File: config.mk
export PLATFORM = sky130hd
export DESIGN_NAME = regwr_keygate
export DESIGN_NICKNAME = d
export VERILOG_FILES = /design/src/rtl/keygate_pkg.sv /design/src/rtl/keygate_decode.sv /design/src/rtl/keygate_keyreg.sv /design/src/rtl/keygate_route.sv /design/src/rtl/regwr_keygate.sv
export SDC_FILE = /design/constraint.sdc
export NUM_CORES = 1
export LEC_CHECK = 0
export BUFFER_PORTS_ARGS = -buffer_cell sky130_fd_sc_hd__buf_2
export CAP_MARGIN = 20
export CORE_MARGIN = 2
export CORE_UTILIZATION = 53
export CTS_BUF_LIST = sky130_fd_sc_hd__clkbuf_16
export CTS_CLUSTER_DIAMETER = 50
export DETAILED_ROUTE_END_ITERATION = 7
export GPL_TIMING_DRIVEN = 0
export PLACE_DENSITY_LB_ADDON = 0.2
export SYNTH_ARGS = -nofsm -noshare
export SYNTH_HDL_FRONTEND = slang
export SYNTH_SLANG_ARGS = --single-unit
export TNS_END_PERCENT = 100
File: constraint.sdc
create_clock -name clk -period 4.3 [get_ports clk]
set_input_delay 0.43 -clock clk [delete_from_list [all_inputs] [get_ports clk]]
set_output_delay 0.43 -clock clk [all_outputs]
set_load 0.005 [all_outputs]
File: src/rtl/keygate_pkg.sv
// Shared constants for the two-key write gate: bus widths, key
// locations and key magic words.
package keygate_pkg;
    localparam int unsigned KG_ADDR_W   = 8;
    localparam int unsigned KG_DATA_W   = 32;
    localparam int unsigned KG_NUM_KEYS = 2;

    localparam logic [KG_ADDR_W-1:0] KG_KEY0_OFF   = 8'h6C;
    localparam logic [KG_ADDR_W-1:0] KG_KEY1_OFF   = 8'h70;
    localparam logic [KG_DATA_W-1:0] KG_KEY0_MAGIC = 32'h83E7_0B13;
    localparam logic [KG_DATA_W-1:0] KG_KEY1_MAGIC = 32'h95A4_F1E0;

    // Kind of bus access this cycle
    typedef enum logic [1:0] {
        ACC_IDLE  = 2'd0,
        ACC_READ  = 2'd1,
        ACC_WRITE = 2'd2
    } acc_kind_t;
endpackage

File: src/rtl/keygate_decode.sv
// Address decoder: classifies the current bus access and marks which key
// register, if any, it addresses.
// Assumes one access per cycle and exact address compare.
module keygate_decode
    import keygate_pkg::*;
#(
    parameter int unsigned ADDR_W   = 8,
    parameter int unsigned NUM_KEYS = 2,
    parameter logic [NUM_KEYS*ADDR_W-1:0] KEY_OFFS = '0
) (
    input  logic                bus_valid,
    input  logic                bus_write,
    input  logic [ADDR_W-1:0]   bus_addr,
    output acc_kind_t           acc_kind,
    output logic [NUM_KEYS-1:0] key_hit,
    output logic                any_key
);
    // Per-key address match
    for (genvar i = 0; i < NUM_KEYS; i++) begin : g_hit
        assign key_hit[i] = (bus_addr == KEY_OFFS[i*ADDR_W +: ADDR_W]);
    end

    assign any_key = |key_hit;

    // Access kind from the valid and direction bits
    always_comb begin
        if (!bus_valid)
            acc_kind = ACC_IDLE;
        else if (bus_write)
            acc_kind = ACC_WRITE;
        else
            acc_kind = ACC_READ;
    end
endmodule

File: src/rtl/keygate_keyreg.sv
// One key register. It stores every word written to it and keeps a
// registered flag saying whether the stored word equals its magic value.
// Assumes wr is a single-cycle strobe.
module keygate_keyreg #(
    parameter int unsigned    DATA_W = 32,
    parameter logic [DATA_W-1:0] MAGIC = '0
) (
    input  logic              clk,
    input  logic              rst_n,
    input  logic              wr,
    input  logic [DATA_W-1:0] wdata,
    output logic [DATA_W-1:0] value_q,
    output logic              match_q
);
    // Capture the written key and precompute its match flag
    always_ff @(posedge clk) begin
        if (!rst_n) begin
            value_q <= '0;
            match_q <= 1'b0;
        end else if (wr) begin
            value_q <= wdata;
            match_q <= (wdata == MAGIC);
        end
    end
endmodule

File: src/rtl/keygate_route.sv
// Access router: gates writes toward the protected registers, forwards
// reads and selects the read data.
// Assumes key_hit is one-hot or zero.
module keygate_route
    import keygate_pkg::*;
#(
    parameter int unsigned DATA_W   = 32,
    parameter int unsigned NUM_KEYS = 2
) (
    input  acc_kind_t                   acc_kind,
    input  logic [NUM_KEYS-1:0]         key_hit,
    input  logic                        any_key,
    input  logic                        gate_open,
    input  logic [NUM_KEYS*DATA_W-1:0]  key_flat,
    input  logic [DATA_W-1:0]           prot_rd_data,
    output logic                        prot_wr_en,
    output logic                        prot_rd_en,
    output logic [DATA_W-1:0]           bus_rdata
);
    // Strobes toward the protected side; key accesses stay local
    always_comb begin
        prot_wr_en = (acc_kind == ACC_WRITE) && !any_key && gate_open;
        prot_rd_en = (acc_kind == ACC_READ) && !any_key;
    end

    // Read data: the addressed key's value or the protected side's data
    always_comb begin
        bus_rdata = any_key ? '0 : prot_rd_data;
        for (int i = 0; i < NUM_KEYS; i++) begin
            if (key_hit[i])
                bus_rdata = key_flat[i*DATA_W +: DATA_W];
        end
    end
endmodule

File: src/rtl/regwr_keygate.sv
// Two-key write unlock gate in front of a peripheral register file.
// Writes reach the protected registers only while every key holds its
// magic word. Key writes are always accepted and reads always pass.
// Assumes a single-cycle, always-ready register bus.
module regwr_keygate
    import keygate_pkg::*;
#(
    parameter int unsigned ADDR_W = KG_ADDR_W,
    parameter int unsigned DATA_W = KG_DATA_W,
    parameter logic [ADDR_W-1:0] KEY0_OFF   = KG_KEY0_OFF,
    parameter logic [ADDR_W-1:0] KEY1_OFF   = KG_KEY1_OFF,
    parameter logic [DATA_W-1:0] KEY0_MAGIC = KG_KEY0_MAGIC,
    parameter logic [DATA_W-1:0] KEY1_MAGIC = KG_KEY1_MAGIC
) (
    input  logic              clk,
    input  logic              rst_n,
    input  logic              bus_valid,
    input  logic              bus_write,
    input  logic [ADDR_W-1:0] bus_addr,
    input  logic [DATA_W-1:0] bus_wdata,
    output logic [DATA_W-1:0] bus_rdata,
    input  logic [DATA_W-1:0] prot_rd_data,
    output logic              prot_wr_en,
    output logic              prot_rd_en,
    output logic [ADDR_W-1:0] prot_addr,
    output logic [DATA_W-1:0] prot_wdata
);
    localparam int unsigned NUM_KEYS = KG_NUM_KEYS;
    localparam logic [NUM_KEYS*ADDR_W-1:0] KEY_OFFS   = {KEY1_OFF, KEY0_OFF};
    localparam logic [NUM_KEYS*DATA_W-1:0] KEY_MAGICS = {KEY1_MAGIC, KEY0_MAGIC};

    acc_kind_t                  acc_kind;
    logic [NUM_KEYS-1:0]        key_hit;
    logic                       any_key;
    logic [NUM_KEYS-1:0]        key_match;
    logic [NUM_KEYS*DATA_W-1:0] key_flat;
    logic                       gate_open;

    keygate_decode #(
        .ADDR_W   (ADDR_W),
        .NUM_KEYS (NUM_KEYS),
        .KEY_OFFS (KEY_OFFS)
    ) u_decode (
        .bus_valid (bus_valid),
        .bus_write (bus_write),
        .bus_addr  (bus_addr),
        .acc_kind  (acc_kind),
        .key_hit   (key_hit),
        .any_key   (any_key)
    );

    // One key register per key slot
    for (genvar i = 0; i < NUM_KEYS; i++) begin : g_key
        keygate_keyreg #(
            .DATA_W (DATA_W),
            .MAGIC  (KEY_MAGICS[i*DATA_W +: DATA_W])
        ) u_key (
            .clk     (clk),
            .rst_n   (rst_n),
            .wr      ((acc_kind == ACC_WRITE) && key_hit[i]),
            .wdata   (bus_wdata),
            .value_q (key_flat[i*DATA_W +: DATA_W]),
            .match_q (key_match[i])
        );
    end

    // Gate is open only while every key matches
    assign gate_open = &key_match;

    keygate_route #(
        .DATA_W   (DATA_W),
        .NUM_KEYS (NUM_KEYS)
    ) u_route (
        .acc_kind     (acc_kind),
        .key_hit      (key_hit),
        .any_key      (any_key),
        .gate_open    (gate_open),
        .key_flat     (key_flat),
        .prot_rd_data (prot_rd_data),
        .prot_wr_en   (prot_wr_en),
        .prot_rd_en   (prot_rd_en),
        .bus_rdata    (bus_rdata)
    );

    // Address and data go straight through to the protected side
    assign prot_addr  = bus_addr;
    assign prot_wdata = bus_wdata;
endmodule

== Word-level counts from Yosys, hierarchy flattened ==
Index checks and enable logic that the tools add are counted.
Storage, ports and cells
  input port bits: 76
  word-level logic and storage cells: 23
  output and inout port bits: 74
  flip-flop bits (word level): 66
Operators by class
  equality and inequality tests: 6
  multiplexer cells: 5
  reductions and logical operators: 8
Operators with widths (count)
  two-way mux 32 bit: 3
  equality test 32 bit (second input constant): 2
  equality test 8 x 7 -> 1 bit (second input constant): 2
  logical AND 1 bit: 5
  two-way mux 2 bit: 2
  equality test 2 x 1 -> 1 bit (second input constant): 1
  equality test 2 bit (second input constant): 1
  AND reduction 2 bit: 1
  OR reduction 2 bit: 1
  zero test 1 bit: 1

== Depth between registers and ports, before layout ==
  word-level depth: 5
  mapped depth: 6
  gate-level depth less buffers: 4

== Modules after synthesis ==
A second synthesis with hierarchy kept.
Unflattened totals
  cells, all modules: 434
  area total of the unflattened synthesis: 3993.8 um2
Modules (own cells, without submodules)
  keygate_keyreg (g_key[0].u_key): cells an instance 117, sequential area each 660.6 um2, instances 1, area each 1352.5 um2
  keygate_keyreg (g_key[1].u_key): cells an instance 117, sequential area each 660.6 um2, instances 1, area each 1335.0 um2
  keygate_route: cells an instance 148, sequential area each 0.0 um2, instances 1, area each 918.4 um2
  regwr_keygate: cells an instance 43, sequential area each 0.0 um2, instances 1, area each 324.1 um2
  keygate_decode: cells an instance 9, sequential area each 0.0 um2, instances 1, area each 63.8 um2

== Least setup slack after synthesis ==
OpenSTA, ideal clock, no wires.
  path type: input-to-output
  from: input port bus_addr[2]
  to: output port bus_rdata[7]
  data required time: 3.870 ns
  arrival time: 1.755 ns
  path slack: 2.115 ns
  stages on the path: 5
  buffers on the path: 2
  cell sequence: or3b_1 -> or3_1 -> clkbuf_1 -> clkbuf_1 -> a21oi_1
Between the ends
  word-level cells in the longest chain between the ends: 5
  elaborated cells between the ends (all ways): 6
  classes of those cells: eq/ne: 2; mux: 3; reduce/logical: 1
RTL lines
  from (decl): RTL line regwr_keygate.sv:19  | input logic [ADDR_W-1:0] bus_addr,
  equality test 8 x 7 -> 1 bit: RTL line keygate_decode.sv:20  | assign key_hit[i] = (bus_addr == KEY_OFFS[i*ADDR_W +: ADDR_W]);
  OR reduction 2 bit: RTL line keygate_decode.sv:23  | assign any_key = |key_hit;
  two-way mux 32 bit: RTL line keygate_route.sv:28  | bus_rdata = any_key ? '0 : prot_rd_data;
  two-way mux 32 bit: RTL line keygate_route.sv:30  | if (key_hit[i])
  two-way mux 32 bit (*): RTL line keygate_route.sv:30
  to (decl): RTL line regwr_keygate.sv:21  | output logic [DATA_W-1:0] bus_rdata,
Mark *: on every way between the ends. The rest lies on a longest branch, timed or not.

== Worst setup path after layout ==
  from: input port bus_addr[2]
  to: output port bus_rdata[26]
The elaborated chain is that of the path after synthesis.

==> reports/summary.txt <==
outcome: complete, no violations
Net Count, Synth: 512
HP Start: bus_wdata[20]
Syn. warnings: 0
Critical R2R Capture: g_key[0].u_key.value_q[19]$_SDFFE_PN0P_
via count: 3514
CTS tree: yes
pwr dens: 292 nW/um^2
Final Cycle Share: 0.640
nets: 672
ant diodes: 0
CP Capture Type: output port
grt total ovfl: 0
WP data arrival: 2.32 ns
Setup WS pre-CTS: 1.57 ns
Final setup viols: 0
Hold Fails Final Rpt: 0
Yosys cell types: 37
PortBufs: 149
biggest area consumer among synthesized cells: dfxtp_1
Yosys top cell area share: 0.358
Iteration-0 DRC Markers: 155
Worst Path Max Fanout: 10
wire per inst: 14.9 um
Netlist Area Pre-Place: 3690 sq um
Detailed Place HPWL: 7410 um
worst hold-check path type: input port to flip-flop
die area: 7660 sq um
Root Driver: clkbuf_16
Setup crit start kind: input port
Clk pin slew, worst setup/hold paths: 0.05 ns
H-tree Lvls: 3
Starting Density: 0.547
Via density: 5.19
IO Count: 150
Peak supply drop: 0.210 mV
synthesized area per cell: 8.47 sq um
vias in the first global route: 3226
R2R setup slack: 3.64 ns
P&R area growth vs syn: 29.3%
Die H: 87.5 um
WP data required: 3.87 ns
synth cell count leaders: nand2_1, dfxtp_1, mux2i_1, buf_4, nor2_1
CTS Buffer Depth: 2
drc violations: 0
Worst-Margin Slew: 0.655 ns
fmax: 0.363 GHz
Leak: 2.27 nW
later-pin clock latency in the skew report: 0.32 ns
Final ANT Viol Nets: 0
Async SR Flop Fraction: 0
initial antenna violation count: 0
clk_skew: 0 ns
pins over their slew limit: 0
worst hold stages: 3
Worst Hold End: g_key[0].u_key.value_q[20]$_SDFFE_PN0P_
core area: 6760 sq um
Seq/Total Area, Yosys: 0.358
final WL: 10100 um
Resized cells post-CTS: 0
WHS: 0.386 ns
RSZ-0062 raised after global routing: false
die width: 87.5 um
Tmin final: 2.75 ns
Max-slew headroom: 0.563
flops & latches, synth: 66
first-pass detailed-route iteration total: 4
Max-Cap Viols: 0
cts bufs inserted: 9
clk sinks: 66
setup repair bufs after CTS: 0
Post-Syn Instances: 436
GRT Total Usage: 0.265
worst flop-to-flop path startpoint: g_key[0].u_key.value_q[19]$_SDFFE_PN0P_
r2r worst-path depth: 2
Inst Count DP: 665
EDFF count, synth: 0
Layout Cells excl Fill: 677
num rows: 30
kind of critical path: input port to output port
share of layout cells above drive strength 1: 0.362
most common cell in the synthesized netlist: nand2_1
Area contributors post-synth: dfxtp_1, mux2i_1, buf_4
global-route wire length before repair: 15400 um
hold buffer count at CTS: 0
Most used DFF post-synth: dfxtp_1
largest net degree at the start of global routing: 11
routability cong.: 0.834
PnR worst setup slack: 1.55 ns
Setup Total Neg Slack: 0 ns
-- layer usage --
layer | wire length, um | GRT usage
met2 | 4840 | 0.436
met1 | 4460 | 0.333
met5 | 0 | 0
met3 | 598 | 0.0578
met4 | 196 | 0.115
-- critical path, cell delays in order --
cell and delay [ns]:
buf_2 0.12, or3b_1 0.40, or3_1 0.39, clkbuf_1 0.25, clkbuf_1 0.32, a21oi_1 0.26, buf_2 0.15
-- cells by family (layout without fill, tap and decap cells) --
family / Yosys count / after routing / share of synthesized area
AND/OR/NAND/NOR: 172 / 172 / 0.237
buffers and inverters: 68 / 229 / 0.120
AO/OA/AOI/OAI: 66 / 66 / 0.112
flip-flops: 66 / 66 / 0.358
multiplexers: 64 / 64 / 0.173
-- layout make-up --
cell class	instances	area [sq um]
repair buffers	149	746
plain buffers	68	443
flip-flops and latches	66	1320
well taps	80	100
multi-input cells	302	1930
clock inverters	3	11.3
fillers	556	1980
clock buffers	9	225
-- layout by cell type, fill, tap and decap left out, types with 3 or more instances in the layout --
master / n
nor2_1: 33
nand2_1: 74
nand3_1: 3
clkbuf_16: 9
nor3_1: 4
a21oi_1: 32
clkinv_1: 3
a21boi_0: 27
mux2i_1: 64
buf_2: 152
buf_4: 40
dfxtp_1: 66
or4b_2: 3
a21boi_1: 5
clkbuf_1: 21
buf_6: 3
nor4_1: 3
nor2b_1: 32
-- registers in the layout, indices dropped and copies added, names as in the netlist --
signal and count:
g_key.u_key.match_q 2, g_key.u_key.value_q 64
-- how the worst max path moves through the flow --
stage,startpoint,end,slack [ns],cells after the start
after floorplan,bus_addr[2],bus_rdata[7],2.11,5
after global placement,bus_addr[2],bus_rdata[12],1.57,7
after detailed placement,bus_addr[2],bus_rdata[12],1.57,7
after CTS,bus_addr[2],bus_rdata[16],1.55,7
after global routing,bus_addr[2],bus_rdata[16],1.43,7
final,bus_addr[2],bus_rdata[26],1.55,7
-- through the flow --
stage | util | power (mW) | area (sq um)
after floorplan | - | 0.702 | 3690
after global placement | 0.672 | 0.795 | 4540
after detailed placement | 0.672 | 0.797 | 4540
after CTS | 0.707 | 1.40 | 4780
after global routing | 0.707 | 1.45 | 4780
final | 0.707 | 1.39 | 4780
-- power by group --
group	switching, mW	internal [mW]	total [mW]
sequential	0.000204	0.613	0.613
clock	0.239	0.370	0.608
combinational	0.0759	0.0964	0.172
Power figures use the tool's default switching activity.
